**config.mk**
```make
export PLATFORM = sky130hd
export DESIGN_NAME = sb_issue_gate
export DESIGN_NICKNAME = d
export VERILOG_FILES = /design/src/rtl/sb_pkg.sv /design/src/rtl/sb_rst_sync.sv /design/src/rtl/sb_decode.sv /design/src/rtl/sb_cmpl_clear.sv /design/src/rtl/sb_busy_file.sv /design/src/rtl/sb_issue_gate.sv
export SDC_FILE = /design/constraint.sdc
export NUM_CORES = 1
export LEC_CHECK = 0
export ABC_CLOCK_PERIOD_IN_PS = 4260
export BUFFER_PORTS_ARGS = -buffer_cell sky130_fd_sc_hd__buf_2
export CAP_MARGIN = 20
export CORE_MARGIN = 2
export CORE_UTILIZATION = 55
export DETAILED_ROUTE_END_ITERATION = 8
export PLACE_DENSITY = 0.81
export SETUP_SLACK_MARGIN = 0.2
export SLEW_MARGIN = 10
export SYNTH_ARGS = -nofsm -noshare
export SYNTH_HDL_FRONTEND = slang
export SYNTH_SLANG_ARGS = --single-unit
```
**constraint.sdc**
```tcl
create_clock -name clk -period 4.26 [get_ports clk]
set_input_delay 0.426 -clock clk [delete_from_list [all_inputs] [get_ports clk]]
set_output_delay 0.426 -clock clk [all_outputs]
set_load 0.05 [all_outputs]
```
**src/rtl/sb_pkg.sv**
```systemverilog
package sb_pkg;

  typedef enum logic [2:0] {
    CLS_ADD   = 3'd0,
    CLS_LOGIC = 3'd1,
    CLS_LOAD  = 3'd2,
    CLS_MUL   = 3'd3,
    CLS_DIV   = 3'd4,
    CLS_FPU   = 3'd5,
    CLS_RSV6  = 3'd6,
    CLS_RSV7  = 3'd7
  } op_class_e;

  // Classes whose result returns through a completion port
  function automatic logic is_long_class(input op_class_e cls);
    return (cls == CLS_LOAD) || (cls == CLS_MUL) ||
           (cls == CLS_DIV)  || (cls == CLS_FPU);
  endfunction

endpackage

```
**src/rtl/sb_rst_sync.sv**
```systemverilog
module sb_rst_sync #(
  parameter int STAGES = 2
) (
  input  logic clk,
  input  logic rst_n,
  output logic rst_q_n
);

  logic [STAGES-1:0] chain_q;
  logic [STAGES-1:0] chain_d;

  always_comb begin
    chain_d = {chain_q[STAGES-2:0], 1'b1};
  end

  always_ff @(posedge clk or negedge rst_n) begin
    if (!rst_n) chain_q <= '0;
    else        chain_q <= chain_d;
  end

  assign rst_q_n = chain_q[STAGES-1];

endmodule

```
**src/rtl/sb_decode.sv**
```systemverilog
module sb_decode
  import sb_pkg::*;
#(
  parameter int NREG = 32,
  localparam int IW  = $clog2(NREG)
) (
  input  logic [IW-1:0]   src0,
  input  logic [IW-1:0]   src1,
  input  logic [IW-1:0]   dst,
  input  op_class_e       cls,
  input  logic            store,
  output logic [NREG-1:0] ref_mask,
  output logic [NREG-1:0] set_mask
);

  logic [NREG-1:0] src0_oh, src1_oh, dst_oh;

  always_comb begin
    src0_oh = '0;
    src1_oh = '0;
    dst_oh  = '0;
    src0_oh[src0] = 1'b1;
    src1_oh[src1] = 1'b1;
    dst_oh[dst]   = 1'b1;
  end

  always_comb begin
    // A store has no target; its data register is read, not written
    ref_mask = src0_oh | src1_oh | (store ? '0 : dst_oh);
    if (store)                   set_mask = src1_oh;
    else if (is_long_class(cls)) set_mask = dst_oh;
    else                         set_mask = '0;
    // Register zero never holds a pending result
    ref_mask[0] = 1'b0;
    set_mask[0] = 1'b0;
  end

endmodule

```
**src/rtl/sb_cmpl_clear.sv**
```systemverilog
module sb_cmpl_clear #(
  parameter int NREG  = 32,
  parameter int NCMPL = 2,
  localparam int IW   = $clog2(NREG)
) (
  input  logic [NCMPL-1:0]    cmpl_valid,
  input  logic [NCMPL*IW-1:0] cmpl_idx,
  output logic [NREG-1:0]     clr_mask
);

  logic [NCMPL-1:0][NREG-1:0] port_mask;

  for (genvar k = 0; k < NCMPL; k++) begin : g_port
    always_comb begin
      port_mask[k] = '0;
      if (cmpl_valid[k]) port_mask[k][cmpl_idx[k*IW +: IW]] = 1'b1;
    end
  end

  always_comb begin
    clr_mask = '0;
    for (int k = 0; k < NCMPL; k++) clr_mask = clr_mask | port_mask[k];
  end

endmodule

```
**src/rtl/sb_busy_file.sv**
```systemverilog
module sb_busy_file #(
  parameter int NREG = 32
) (
  input  logic            clk,
  input  logic            rst_n,
  input  logic            set_en,
  input  logic [NREG-1:0] set_mask,
  input  logic [NREG-1:0] clr_mask,
  output logic [NREG-1:0] busy_q
);

  logic [NREG-1:0] busy_d;
  logic            upd_en;

  always_comb begin
    upd_en = set_en || (|clr_mask);
    // Set is applied after clear, so a colliding set wins
    busy_d = (busy_q & ~clr_mask) | (set_en ? set_mask : '0);
    busy_d[0] = 1'b0;
  end

  always_ff @(posedge clk or negedge rst_n) begin
    if (!rst_n)      busy_q <= '0;
    else if (upd_en) busy_q <= busy_d;
  end

endmodule

```
**src/rtl/sb_issue_gate.sv**
```systemverilog
module sb_issue_gate
  import sb_pkg::*;
#(
  parameter int NREG  = 32,
  parameter int NCMPL = 2,
  localparam int IW   = $clog2(NREG)
) (
  input  logic              clk,
  input  logic              rst_n,
  input  logic              op_valid,
  output logic              op_ready,
  output logic              stall,
  input  logic [IW-1:0]     op_src0,
  input  logic [IW-1:0]     op_src1,
  input  logic [IW-1:0]     op_dst,
  input  logic [2:0]        op_class,
  input  logic              op_store,
  input  logic [NCMPL-1:0]  cmpl_valid,
  input  logic [NCMPL*IW-1:0] cmpl_idx,
  output logic [NREG-1:0]   busy_vec
);

  logic            rst_q_n;
  logic [NREG-1:0] ref_mask, set_mask, clr_mask, busy_q, busy_eff;
  logic            hazard, dispatch;

  sb_rst_sync #(.STAGES(2)) u_rst (
    .clk     (clk),
    .rst_n   (rst_n),
    .rst_q_n (rst_q_n)
  );

  sb_decode #(.NREG(NREG)) u_dec (
    .src0     (op_src0),
    .src1     (op_src1),
    .dst      (op_dst),
    .cls      (op_class_e'(op_class)),
    .store    (op_store),
    .ref_mask (ref_mask),
    .set_mask (set_mask)
  );

  sb_cmpl_clear #(.NREG(NREG), .NCMPL(NCMPL)) u_clr (
    .cmpl_valid (cmpl_valid),
    .cmpl_idx   (cmpl_idx),
    .clr_mask   (clr_mask)
  );

  always_comb begin
    // Completions reported now already release their registers
    busy_eff = busy_q & ~clr_mask;
    hazard   = |(ref_mask & busy_eff);
    op_ready = rst_q_n && !hazard;
    dispatch = op_valid && op_ready;
    stall    = op_valid && !op_ready;
  end

  sb_busy_file #(.NREG(NREG)) u_busy (
    .clk      (clk),
    .rst_n    (rst_q_n),
    .set_en   (dispatch),
    .set_mask (set_mask),
    .clr_mask (clr_mask),
    .busy_q   (busy_q)
  );

  assign busy_vec = busy_q;

endmodule

```
==> key figures, run 1 <==
Floorplan
  • IO Count: 68
  • Core Box Area: 5107 um2
  • Die footprint: 5923 um2
  • # rows: 26
  • Initial Utilization: 57.32%
  • Die X: 76.96 um
  • Die Ht: 76.96 um

Clocking
  • Clock sinks: 33
  • CTS tree: yes
  • Clk slew on worst S/H paths: 70 ps
  • Clock latency on the worst-skew pair: 300 ps
  • Root Buffer: clkbuf_8
  • Post-CTS Repair Setup Buffers: 0
  • CTS H-tree lvls: 2
  • Number of CTS-inserted buffers: 5
  • CTS Buffer Depth: 2

STA
  • Fin crit share: 72.49%
  • Clock skew: 4.842 ps
  • Tmin final: 3088 ps
  • Worst-Margin Slew: 1015 ps
  • Hold Vio Cnt, Final: 0
  • RSZ-0062 raised after global routing: false
  • Hold_ws: 261.0 ps
  • Max-slew headroom: 32.18%
  • Setup TNS: 0 ps
  • Fin worst setup slack: 1172 ps
  • Fmax achieved: 323.8 MHz
  • Fin. max-slew vios: 0
  • Endpoints failing setup: 0

GRT
  • Total global routing overflow: 0
  • Total track usage: 36.88%
  • Vias in the first global route: 3132
  • Largest net degree at the start of global routing: 33
  • Initial antenna violation count: 0
  • First-pass GRT wire length: 17060 um

Cells and area
  • Post-layout util: 64.77%
  • Seq. cell area: 825.8 um2
  • Share of layout cells above drive strength 1: 19.90%
  • Design Area, Final: 3308 um2
  • Non-filler instance count after layout: 467
  • Multi-input logic area: 1917 um2
  • NumNets Final: 430
  • Area growth, synth to finish: 12.99%
  • Fillcell total: 459
  • N_diodes: 0

Placed design
  • Number of cells after detailed placement: 458
  • RD Place Congestion: 0.9600
  • Placed cell areas: 3182 um2
  • Number of port buffers: 65
  • Detailed-placement wirelength estimate: 7949 um
  • DP Worst Slack: 1310 ps

Outcome
  • Status: complete, no violations

Route
  • DRC Markers: 0
  • Avg WL per Cell: 23.66 um
  • Initial DRC count: 709
  • Post-route ant nets: 0
  • DR WL met3: 1555 um
  • DRT Wirelength: 11050 um
  • Drt first pass iters: 9
  • Metal2 WL: 4920 um
  • Highest Signal Layer: met4
  • Vias per std cell: 7.634
  • Met1 wire length: 4101 um
  • Via count: 3565

Worst setup path
  • Setup crit end kind: output port
  • Crit start category: primary input
  • Reg-to-reg endpoint: u_busy.busy_q[25]
  • R2R Setup Slk: 2070 ps
  • Critical R2R Launch: u_busy.busy_q[24]
  • Reg2reg path depth: 6
  • CP Data Required Time: 3830 ps
  • CP Data Arrival Time: 2660 ps
  • Crit Path Class: in -> out
  • Worst Path Max Fanout: 12

Flow run
  • Max_cap viols: 0

Power and ir drop
  • Seq pwr share: 32.5%
  • Final total power: 1.203 mW
  • Leak: 1.193 nW
  • Sw Ratio: 44.51%
  • Comb pwr share: 41.3%
  • Internal power: 667.8 uW
  • VDD IR max: 278.6 uV
  • Clock network power share: 26.2%
  • Pwr Density: 363.8 nW/um2
  • Switching power: 535.6 uW

Yosys
  • Synthesized cell area: 2928 um2
  • Flop and latch count out of synthesis: 33
  • Syn avg cell area: 8.110 um2
  • Syn nets: 395
  • Post-synthesis sequential area ratio: 28.21%
  • Count of different cell masters after synthesis: 45
  • Synth warn: 0
  • Mapped Cells: 361

Hold path
  • Worst hold path class: reg -> async
how the worst max path moves through the flow:
stage	slack [ps]	cells after the start	endpoint	from
3_5_place_dp	1310	8	op_ready	cmpl_idx[7]
4_1_cts	1280	8	op_ready	cmpl_idx[0]
2_1_floorplan	1030	8	stall	cmpl_idx[1]
5_1_grt	1150	8	op_ready	cmpl_idx[7]
6_report	1170	8	op_ready	cmpl_idx[0]
3_3_place_gp	1310	8	op_ready	cmpl_idx[7]
cell usage in the layout, fill, tap and decap left out, types with 7 or more instances in the layout:
master / instances
o221ai_1: 29
o21ai_1: 30
nor2_1: 8
nand4b_1: 8
nor2b_1: 9
nand2_1: 30
dfrtp_1: 33
buf_2: 65
nor3b_1: 11
a21oi_1: 28
nor4_1: 7
and3b_1: 9
a22oi_1: 55
nand4bb_1: 8
area by class of cell:
| type | count | share of cell area (%) |
|---|---|---|
| Inverter | 1 | 0.1135 |
| Timing Repair Buffer | 69 | 10.82 |
| Sequential cell | 33 | 24.96 |
| Clock buffer | 7 | 2.610 |
| Multi-Input combinational cell | 286 | 57.94 |
| Tap cell | 70 | 2.648 |
| Clock inverter | 1 | 0.9077 |
power groups by stage:
stage	combinational (mW)	clock, mW	sequential [mW]
floorplan	0.178	0	0.565
global placement	0.481	0	0.394
detailed placement	0.483	0	0.395
CTS	0.486	0.307	0.390
global route	0.518	0.322	0.394
finish	0.497	0.316	0.391
state kept, by name, indices dropped and copies added (netlist names):
name,count
u_busy.busy_q,31
u_rst.chain_q,2
cell usage after synthesis, drive strengths merged:
cell / count / area (um2)
nor2b: 9 / 56.30
o22ai: 1 / 6.260
nor4b: 2 / 23.77
xnor2: 1 / 8.760
inv: 1 / 3.750
a222oi: 1 / 10.01
nand3: 3 / 15.01
a211oi: 1 / 7.510
nand4b: 8 / 70.07
nor4: 7 / 43.79
a22oi: 55 / 412.9
nand2b: 5 / 31.28
or3b: 2 / 17.52
nor2: 8 / 30.03
nor3b: 11 / 82.58
buf: 23 / 113.9
dfrtp: 33 / 825.8
o221ai: 30 / 269.0
nor4bb: 2 / 20.02
clkbuf: 18 / 67.56
nor3: 5 / 25.02
nand2: 30 / 112.6
or3: 1 / 11.26
nand4: 5 / 31.28
conb: 2 / 7.510
and4b: 1 / 10.01
a31oi: 1 / 6.260
or4b: 2 / 23.77
o21ai: 31 / 155.1
nand4bb: 8 / 90.09
a32oi: 5 / 43.79
and2: 5 / 31.28
nand3b: 1 / 7.510
and3: 4 / 25.02
a21oi: 28 / 140.1
and3b: 9 / 78.83
or2: 2 / 12.51
layer usage:
layer	vias to the layer above	GRT usage, %
li1	1509	-
met2	348	56.40
met3	55	5.765
met1	1653	52.10
met5	-	0
met4	0	14.36
logic make-up (layout without fill, tap and decap cells):
group	count (synthesis)	after routing	share of synthesized area, %
buffers and inverters	42	78	6.324
AOI/OAI and AO/OA	153	153	35.90
xor gates and xnor gates	1	1	0.2992
DFF	33	33	28.21
other	2	2	0.2565
and+or+nand+nor	130	130	29.02
worst max-delay path, cell delays in order:
cell and delay (ps):
buf_2 160, nand4bb_1 420, o221ai_1 430, a21oi_1 80
nor4_1 440, nand4_1 230, nor2_1 190, buf_2 280
repair_timing:
action | CTS | global route
resized for setup | 0 | 0
hold endpoints to repair | 2 | 0
hold buffers | 1 | 0
(Power assumes the default switching activity.)
==> inputs of run 2 (changes only) <==
--- a/config.mk
+++ b/config.mk
@@ -5,13 +5,13 @@
 export SDC_FILE = /design/constraint.sdc
 export NUM_CORES = 1
 export LEC_CHECK = 0
-export ABC_CLOCK_PERIOD_IN_PS = 4260
+export ABC_CLOCK_PERIOD_IN_PS = 2600
 export BUFFER_PORTS_ARGS = -buffer_cell sky130_fd_sc_hd__buf_2
 export CAP_MARGIN = 20
 export CORE_MARGIN = 2
-export CORE_UTILIZATION = 55
+export CORE_UTILIZATION = 50
 export DETAILED_ROUTE_END_ITERATION = 8
-export PLACE_DENSITY = 0.81
+export PLACE_DENSITY = 0.78
 export SETUP_SLACK_MARGIN = 0.2
 export SLEW_MARGIN = 10
 export SYNTH_ARGS = -nofsm -noshare
==> constraint.sdc (replaced) <==
create_clock -name clk -period 2.6 [get_ports clk]
set_input_delay 0.26 -clock clk [delete_from_list [all_inputs] [get_ports clk]]
set_output_delay 0.26 -clock clk [all_outputs]
set_load 0.05 [all_outputs]
==> run 2 against run 1 <==
  * The run now ends with setup timing left
  * Setup slack worse by 1300 ps
  * Clock power increased by 21%
  * Die area is 9.5% higher
  * Via count increased by 18%
  * Sequential share of layout area down 6.0 points
  * Clock skew increased by 5.3 ps
  * Hold slack gained 23 ps
  * Critical path depth increased by 4
  * Design area rose by 31%
  * Utilization rose by 13 points
  * Critical path type unchanged
==> key figures, run 2 (synthesis gave the netlist of run 1 again) <==
GRT
  • Initial antenna violation count: 0 (unchanged)
  • Total track usage: 40.12% (+3.2 points)
  • Vias in the first global route: 3505 (+12%)
  • Total global routing overflow: 0 (unchanged)
  • Largest net degree at the start of global routing: 32 (-3.0%)
  • First-pass GRT wire length: 19300 um (+13%)

Route
  • Initial DRC count: 881 (+24%)
  • Post-route ant nets: 0 (unchanged)
  • DRT Wirelength: 14900 um (+35%)
  • Vias per std cell: 7.759 (+1.6%)
  • Via count: 4190 (+18%)
  • DRC Markers: 0 (unchanged)
  • Drt first pass iters: 7 (-2)
  • Avg WL per Cell: 27.60 um (+17%)

Placed design
  • DP Worst Slack: -48.81 ps (-1359 ps)
  • Number of port buffers: 65 (unchanged)
  • Number of cells after detailed placement: 519 (+13%)
  • RD Place Congestion: 1.042 (+8.5%)
  • Detailed-placement wirelength estimate: 9281 um (+17%)

Clocking
  • Clk slew on worst S/H paths: 70 ps (about the same)
  • Clock sinks: 33 (unchanged)
  • CTS Buffer Depth: 2 (unchanged)
  • Number of CTS-inserted buffers: 5 (unchanged)
  • CTS tree: yes
  • CTS H-tree lvls: 2 (unchanged)
  • Root Buffer: clkbuf_8
  • Clock latency on the worst-skew pair: 300 ps (about the same)

STA
  • Fin crit share: 104.5%
  • Worst-Margin Slew: 891.1 ps (-124.0 ps)
  • Fin worst setup slack: -116.1 ps (-1288 ps)
  • Fmax achieved: 368.2 MHz
  • RSZ-0062 raised after global routing: true
  • Hold Vio Cnt, Final: 0 (unchanged)
  • Tmin final: 2716 ps
  • Clock skew: 10.14 ps (+5.303 ps)
  • Max-slew headroom: 40.47% (+8.3 points)
  • Endpoints failing setup: 31 (+31)
  • Fin. max-slew vios: 0 (unchanged)

Worst setup path
  • Setup crit end kind: output port
  • Worst Path Max Fanout: 3 (-9)
  • Crit start category: primary input
  • Crit Path Class: in -> out
  • Largest stage delay on the critical path: 420 ps (-20 ps)
  • Crit path top cell by count: buf_4
  • Critical R2R Launch: u_busy.busy_q[28]
  • CP Cell Sequence: buf_8, buf_4, buf_4, nand4bb_1, o221ai_2, a21oi_1, nor4_2, nand4_1, buf_4, nor2_4, nor2_2, buf_6
  • Critical path origin: cmpl_idx[3]
  • CP Data Required Time: 2340 ps (-1490 ps)
  • CP Data Arrival Time: 2460 ps (-200 ps)
  • Worst path slowest cell: o221ai_2

Floorplan
  • Initial Utilization: 52.53% (-4.8 points)
  • Die footprint: 6483 um2 (+9.5%)
  • # rows: 27 (+3.8%)
  • Die X: 80.52 um (+4.6%)
  • Core Box Area: 5574 um2 (+9.1%)
  • IO Count: 68 (unchanged)
  • Die Ht: 80.52 um (+4.6%)

Power and ir drop
  • VDD IR max: 474.5 uV (+70%)
  • Leak: 1.608 nW (+35%)
  • Pwr Density: 487.6 nW/um2 (+34%)

Cells and area
  • Area growth, synth to finish: 48.42%
  • Seq. cell area: 825.8 um2 (unchanged)
  • Max reg flops: 31 (unchanged)
  • Share of layout cells above drive strength 1: 43.59% (+24 points)
  • N_diodes: 0 (unchanged)
  • Reg with most FFs: u_busy.busy_q
  • NumNets Final: 503 (+17%)
  • Fillcell total: 387 (-16%)
  • Biggest regs: u_busy.busy_q: 31 flops, u_rst.chain_q: 2 flops
  • Most common cell after layout, fill and taps aside: buf_4
  • Multi-input logic area: 2369 um2 (+24%)
  • Non-filler instance count after layout: 540 (+16%)
  • Most frequent cells in the layout: buf_4, a22oi_1, buf_2

Outcome
  • Status: finished with violations
  • Violated checks: setup timing

Flow run
  • Max_cap viols: 0 (unchanged)

Hold path
  • Worst hold path class: in -> async
==> run 2: path summary, 6_finish.rpt <==
kind                                    endpoint  slack (ps)  cells after the start
worst min-delay path            u_rst.chain_q[1]         280                      2
min in group clk                u_rst.chain_q[1]         370                      0
worst max-delay path                       stall        -120                     12
max in group asynchronous       u_busy.busy_q[2]        1820                      1
worst max register to register  u_busy.busy_q[8]         260                      9
worst min register to register  u_rst.chain_q[1]         370                      0
==> run 2: area by class of cell <==
| class | count | share of cell area (%) |
|---|---|---|
| sequential | 33 | 19.00 |
| multi-input combinational | 286 | 54.51 |
| tap | 72 | 2.073 |
| clock inverter | 1 | 0.1152 |
| inverter | 1 | 0.08638 |
| clock buffer | 5 | 1.584 |
| timing repair buffer | 142 | 22.63 |
==> run 2: stage by stage <==
stage / area [um2] / TNS (ps) / utilization (%) / hold slack, ps / total power, mW
floorplan: 2943 / 0 / - / -35.59 / 1.225
global placement: 3642 / -1107 / 65.34 / 43.53 / 1.512
detailed placement: 3642 / -684.4 / 65.34 / 52.38 / 1.528
CTS: 3943 / 0 / 70.73 / 281.3 / 1.932
global route: 4345 / -3646 / 77.96 / 309.6 / 2.159
finish: 4345 / -1112 / 77.96 / 284.2 / 2.119
==> run 2: worst max-delay path, delay by kind of cell <==
| kind | cells | cell delay (ps) |
|---|---|---|
| AND/OR/NAND/NOR | 5 | 920 |
| AO/OA/AOI/OAI | 2 | 550 |
| buffers and inverters | 5 | 730 |
==> run 2: what timing repair did <==
action / in CTS / in global routing
pin swaps: 9 / 20
hold endpoints to repair: 2 / 0
resized for setup: 31 / 63
setup endpoints to repair: 2 / 33
hold buffers: 1 / 0
setup buffers: 8 / 6
==> run 2: where the power goes <==
part / switching [mW] / internal (mW)
clock: 0.205 / 0.176
sequential: 0.0804 / 0.593
combinational: 0.726 / 0.338
total: 1.01 / 1.11
==> run 2: routing by layer <==
metal / vias to the layer above / share of wire, % / GRT usage [%]
li1: 1661 / - / -
met1: 1930 / 33 / 51.61
met2: 435 / 43 / 63.33
met3: 164 / 14 / 9.888
met4: 0 / 9.4 / 18.14
met5: - / 0 / 0
